--- src/rtl/lss_pkg.sv ---
package lss_pkg;

    localparam int LOCK_PIX_DEF = 4096;
    localparam int CAL_LEN_DEF  = 180;

    typedef enum logic [1:0] {
        LANE_OFF  = 2'd0,
        LANE_LOW  = 2'd1,
        LANE_HIGH = 2'd2,
        LANE_ACT  = 2'd3
    } lane_code_t;

    typedef enum logic [5:0] {
        ST_OFF     = 6'b000001,
        ST_LOCK    = 6'b000010,
        ST_CAL_LO  = 6'b000100,
        ST_CAL_HI  = 6'b001000,
        ST_CAL_ALL = 6'b010000,
        ST_ACTIVE  = 6'b100000
    } lss_state_t;

    function automatic int max_int(input int a, input int b);
        return (a > b) ? a : b;
    endfunction

endpackage

--- src/rtl/lss_clk_monitor.sv ---
module lss_clk_monitor #(
    parameter int LOSS_TIMEOUT = 24
) (
    input  logic clk,
    input  logic rst,
    input  logic pix_edge,
    output logic pix_lost
);
    localparam int GW = $clog2(LOSS_TIMEOUT + 1);
    localparam logic [GW-1:0] GAP_LAST = GW'(LOSS_TIMEOUT - 1);

    logic [GW-1:0] gap;

    always_ff @(posedge clk) begin
        if (rst) begin
            gap      <= '0;
            pix_lost <= 1'b1;
        end else if (pix_edge) begin
            gap      <= '0;
            pix_lost <= 1'b0;
        end else if (gap == GAP_LAST) begin
            pix_lost <= 1'b1;
        end else if (!pix_lost) begin
            gap <= gap + 1'b1;
        end
    end
endmodule

--- src/rtl/lss_seq_fsm.sv ---
module lss_seq_fsm
    import lss_pkg::*;
#(
    parameter int LOCK_PIX = LOCK_PIX_DEF,
    parameter int CAL_LEN  = CAL_LEN_DEF
) (
    input  logic       clk,
    input  logic       rst,
    input  logic       pd_n,
    input  logic       pix_edge,
    input  logic       pix_lost,
    input  logic       pll_lock,
    output lss_state_t state
);
    localparam int CNT_W = $clog2(max_int(LOCK_PIX, CAL_LEN));
    localparam logic [CNT_W-1:0] LOCK_LOAD = CNT_W'(LOCK_PIX - 1);
    localparam logic [CNT_W-1:0] CAL_LOAD  = CNT_W'(CAL_LEN - 1);

    lss_state_t       nxt;
    logic [CNT_W-1:0] cnt;
    logic             load;
    logic [CNT_W-1:0] load_val;
    logic             cnt_zero;
    logic             in_cal;

    assign cnt_zero = (cnt == '0);
    assign in_cal   = (state == ST_CAL_LO) || (state == ST_CAL_HI) ||
                      (state == ST_CAL_ALL);

    always_comb begin
        nxt      = state;
        load     = 1'b0;
        load_val = CAL_LOAD;
        if (!pd_n || pix_lost) begin
            nxt = ST_OFF;
        end else begin
            unique case (state)
                ST_OFF: begin
                    nxt      = ST_LOCK;
                    load     = 1'b1;
                    load_val = LOCK_LOAD;
                end
                ST_LOCK: begin
                    if (pix_edge && cnt_zero && pll_lock) begin
                        nxt  = ST_CAL_LO;
                        load = 1'b1;
                    end
                end
                ST_CAL_LO: begin
                    if (cnt_zero) begin
                        nxt  = ST_CAL_HI;
                        load = 1'b1;
                    end
                end
                ST_CAL_HI: begin
                    if (cnt_zero) begin
                        nxt  = ST_CAL_ALL;
                        load = 1'b1;
                    end
                end
                ST_CAL_ALL: begin
                    if (cnt_zero) nxt = ST_ACTIVE;
                end
                ST_ACTIVE: nxt = ST_ACTIVE;
                default:   nxt = ST_OFF;
            endcase
        end
    end

    always_ff @(posedge clk) begin
        if (rst) begin
            state <= ST_OFF;
            cnt   <= '0;
        end else begin
            state <= nxt;
            if (load) begin
                cnt <= load_val;
            end else if (state == ST_LOCK) begin
                if (pix_edge && !cnt_zero) cnt <= cnt - 1'b1;
            end else if (in_cal && !cnt_zero) begin
                cnt <= cnt - 1'b1;
            end
        end
    end
endmodule

--- src/rtl/lss_lane_encoder.sv ---
module lss_lane_encoder
    import lss_pkg::*;
#(
    parameter int DATA_LANES = 2
) (
    input  lss_state_t              state,
    output logic [1:0]              clk_code,
    output logic [2*DATA_LANES-1:0] data_code
);
    always_comb begin
        unique case (state)
            ST_CAL_LO, ST_CAL_ALL: clk_code = LANE_LOW;
            ST_CAL_HI:             clk_code = LANE_HIGH;
            ST_ACTIVE:             clk_code = LANE_ACT;
            default:               clk_code = LANE_OFF;
        endcase
    end

    for (genvar i = 0; i < DATA_LANES; i++) begin : g_data
        always_comb begin
            unique case (state)
                ST_CAL_ALL: data_code[2*i +: 2] = LANE_LOW;
                ST_ACTIVE:  data_code[2*i +: 2] = LANE_ACT;
                default:    data_code[2*i +: 2] = LANE_OFF;
            endcase
        end
    end
endmodule

--- src/rtl/link_startup_seq.sv ---
module link_startup_seq
    import lss_pkg::*;
#(
    parameter int DATA_LANES   = 2,
    parameter int LOCK_PIX     = LOCK_PIX_DEF,
    parameter int CAL_LEN      = CAL_LEN_DEF,
    parameter int LOSS_TIMEOUT = 24
) (
    input  logic                    clk,
    input  logic                    rst,
    input  logic                    pd_n,
    input  logic                    pix_edge,
    input  logic                    pll_lock,
    output logic [1:0]              clk_lane,
    output logic [2*DATA_LANES-1:0] data_lane,
    output logic                    pd_out_n,
    output logic                    link_up
);
    logic       pix_lost;
    lss_state_t state;

    lss_clk_monitor #(.LOSS_TIMEOUT(LOSS_TIMEOUT)) u_mon (
        .clk      (clk),
        .rst      (rst),
        .pix_edge (pix_edge),
        .pix_lost (pix_lost)
    );

    lss_seq_fsm #(.LOCK_PIX(LOCK_PIX), .CAL_LEN(CAL_LEN)) u_fsm (
        .clk      (clk),
        .rst      (rst),
        .pd_n     (pd_n),
        .pix_edge (pix_edge),
        .pix_lost (pix_lost),
        .pll_lock (pll_lock),
        .state    (state)
    );

    lss_lane_encoder #(.DATA_LANES(DATA_LANES)) u_enc (
        .state     (state),
        .clk_code  (clk_lane),
        .data_code (data_lane)
    );

    assign pd_out_n = (state != ST_OFF);
    assign link_up  = (state == ST_ACTIVE);
endmodule

--- config.mk ---
export PLATFORM = sky130hd
export DESIGN_NAME = link_startup_seq
export DESIGN_NICKNAME = d
export VERILOG_FILES = /design/src/rtl/lss_pkg.sv /design/src/rtl/lss_clk_monitor.sv /design/src/rtl/lss_seq_fsm.sv /design/src/rtl/lss_lane_encoder.sv /design/src/rtl/link_startup_seq.sv
export SDC_FILE = /design/constraint.sdc
export NUM_CORES = 1
export LEC_CHECK = 0
export BUFFER_PORTS_ARGS = -buffer_cell sky130_fd_sc_hd__buf_2
export CAP_MARGIN = 0
export CORE_MARGIN = 2
export CORE_UTILIZATION = 53
export DETAILED_ROUTE_END_ITERATION = 6
export GPL_ROUTABILITY_DRIVEN = 0
export PLACE_DENSITY = 0.82
export SETUP_SLACK_MARGIN = 0.02
export SLEW_MARGIN = 15
export SYNTH_ARGS = -nofsm -noshare
export SYNTH_HDL_FRONTEND = slang
export SYNTH_SLANG_ARGS = --single-unit
--- constraint.sdc ---
create_clock -name clk -period 1.9 [get_ports clk]
set_input_delay 0.19 -clock clk [delete_from_list [all_inputs] [get_ports clk]]
set_output_delay 0.19 -clock clk [all_outputs]
set_load 0.03 [all_outputs]
==> reports/summary.txt <==
Share of layout cells above drive strength 1 = 0.597
Floorplan core area = 2730 µm²
Antenna Cells = 0
Worst slew pin tran = 532 ps
Leading area contributor after synthesis = dfxtp_1
Violations in the final reports = setup timing
IO Pins = 13
Worst-Skew Late Latency = 340 ps
Relative contribution of sequential cells to total power = 0.393
Setup repair after global routing missed its margin = yes
Average cell area after synthesis = 8.74 µm²
Number of buffers added by the clock tree synthesis step = 3
Proportion of synthesized chip area in sequential cells = 0.320
Number of clock sinks = 24
Via/cell ratio = 6.88
Setup clock skew after layout = 1.55 ps
Number of routed nets with antenna violations = 0
Data required, critical path = 2150 ps
Post-layout util = 0.902
Final hold violation count = 0
Maximum buffer depth of the clock tree = 2
Via count of the first global-routing pass = 1839
Kind of critical path = flip-flop to flip-flop
Switching share of power = 0.313
Post-route worst setup slack = -295 ps
Routed wire length = 6.60 mm
Final sum of negative setup slack = -4100 ps
Area occupied by multi-input gates = 1140 µm²
Final count of pins violating max slew = 0
NumNets Final = 252
Count of TritonRoute iterations in the first routing pass = 5
Half-perimeter wire length after detailed placement = 2.95 mm
Hold Path Depth = 3
Int Power = 968 µW
Most numerous cell types in the synthesized netlist = dfxtp_1, nor3_1, inv_1, nand2_1, nor2_1
Power density relative to cell area = 571 nW/µm²
Logic depth of the worst register-to-register path = 9
Final worst hold slack = 209 ps
Worst IR Drop VDD = 701 µV
Vias post-DR = 1884
Clock tree from TritonCTS = yes
Switching power of the nets = 440 µW
DIE AREA = 3280 µm²
Top_reg_cell synth = dfxtp_1
Fin crit period = 2200 ps
Syn nets = 180
Critical Path Sink Type = flip-flop
Antenna violations before repair = 0
Biggest area contributors in the synthesized netlist = dfxtp_1, nor3_1, o221a_2
Comb power frac = 0.333
Count of warnings emitted by yosys = 0
Area used by sequential logic in the layout = 497 µm²
Category of the worst setup path launch point = flip-flop
Reg clk slew, reported paths = 140 ps
Setup Viol. Count Final = 23
Most utilized layer in the global route result = met2
Status = finished with violations
Post-synthesis to final-layout area growth = 64.1%
Met3 demand-to-capacity share in global routing = 0.0454
Max-capacitance violation count = 0
Met2 Resource Use GR = 0.644
Share of synthesized registers carrying an async set or reset = 0
Count of flip-flops with a built-in enable after synthesis = 0
Worst setup slack after placement = -253 ps
Cell variety after synth = 50
Filler cells = 110
Die Span Y = 57.2 µm
Headroom to the max-slew limit = 0.641
Detailed router's first-iteration violation count = 148
Path type of the worst min-delay path = input port to flip-flop
Overflow left after global routing = 0
Die Span X = 57.2 µm
Post-cts hold buffer count = 0
Number of H-tree branching levels = 1
Share of the synthesized area in the top cell type = 0.320
Synth Register Bits = 24
DRC violations left = 0
Final worst path period share = 1.16
Post-Syn Instances = 172
Post-Synthesis Cell Area = 1500 µm²
Met1 usage in global routing = 0.359
Port buffer count = 12
Maximum fanout encountered on the critical timing path = 5
Data arrival time of the critical path = 2440 ps
Wire length of the first global-routing pass = 8.51 mm
Tot GR Track Use = 0.344
Effective utilization at floorplan = 0.550
Post-detailed-route wirelength per cell = 24.1 µm
Clock tree root driver cell = clkbuf_4
Clk network pwr share = 0.274
FP Rows = 19
P_leak = 0.00103 µW
Maximum number of pins on one net before global-route repair = 15
Maximum operating frequency = 456 MHz
Leading cell type by number of instances after synthesis = dfxtp_1
==> kinds of logic after synthesis <==
family / Yosys count / share of synthesized area
buffers and inverters: 24 / 0.0824
XOR/XNOR: 8 / 0.0466
AO/OA/AOI/OAI: 42 / 0.238
adder cells (fa/ha/maj): 3 / 0.0250
AND/OR/NAND/NOR: 67 / 0.259
flip-flops: 24 / 0.320
multiplexers: 4 / 0.0291
==> critical path: stages (launching register included) <==
cell	delay, ps
dfxtp_4	390
buf_6	130
o21ai_0	310
o311ai_2	190
buf_4	180
a221oi_4	300
buf_12	160
buf_12	100
a31oi_1	40
o221a_2	290
==> registers in the layout, summed over array words and instances, names as in the netlist <==
signal / count
u_fsm.cnt: 12
u_mon.pix_lost: 1
u_fsm.state: 6
u_mon.gap: 5
==> power by group through the flow <==
stage	registers (µW)	logic [µW]	clock network [µW]
after floorplan	557	194	0
after global placement	557	311	0
after detailed placement	560	325	0
after CTS	550	411	379
after global routing	555	492	401
final	554	468	386
==> path summary, 6_finish.rpt <==
kind | slack [ps] | end | from
worst min-delay path | 210 | u_fsm.state[2] | pix_edge
worst max-delay path | -300 | u_fsm.cnt[3] | u_fsm.state[1]
worst max register to register | -300 | u_fsm.cnt[3] | u_fsm.state[1]
worst min register to register | 580 | u_fsm.cnt[10] | u_fsm.cnt[10]
==> repair_timing <==
item | in CTS | in global routing
gates resized for setup | 60 | 25
endpoints found under the setup margin | 23 | 23
gates cloned | 1 | 1
pin swaps | 12 | 18
buffers inserted | 15 | 14
endpoints found under the hold margin | 0 | 0
==> cells in the final DEF (no fill, tap or decap), types with 3 or more instances in the layout <==
master and instances:
buf_4 54, buf_6 18, dfxtp_1 17, nor3_1 10, nand2_1 7, inv_1 7, nor2_1 6, xnor2_1 5
nand4_1 5, a31oi_1 5, buf_2 5, nor2_4 4, nand3_1 4, o22a_2 4, o221a_2 4, dfxtp_2 4
nor2b_1 3, xor2_1 3, mux2_4 3, clkbuf_4 3, buf_12 3, dfxtp_4 3
==> routing by layer <==
metal  share of wire  vias up
met5               0        -
met4           0.078        0
met3           0.068       54
met2            0.51      139
met1            0.34      892
li1                -      799
==> final cells by class <==
type / instances / share of cell area
tap: 31 / 0.0157
timing repair buffer: 80 / 0.281
clock buffer: 3 / 0.00913
sequential: 24 / 0.201
clock inverter: 1 / 0.0122
inverter: 10 / 0.0162
multi-input combinational: 125 / 0.464
==> stage by stage <==
stage | area, µm² | cells | power (µW)
final | 2470 | 274 | 1410
after global routing | 2470 | 274 | 1450
after CTS | 2290 | 261 | 1340
after detailed placement | 1840 | 241 | 884
after global placement | 1840 | 241 | 868
after floorplan | 1520 | 172 | 751
(Power assumes the default switching activity.)
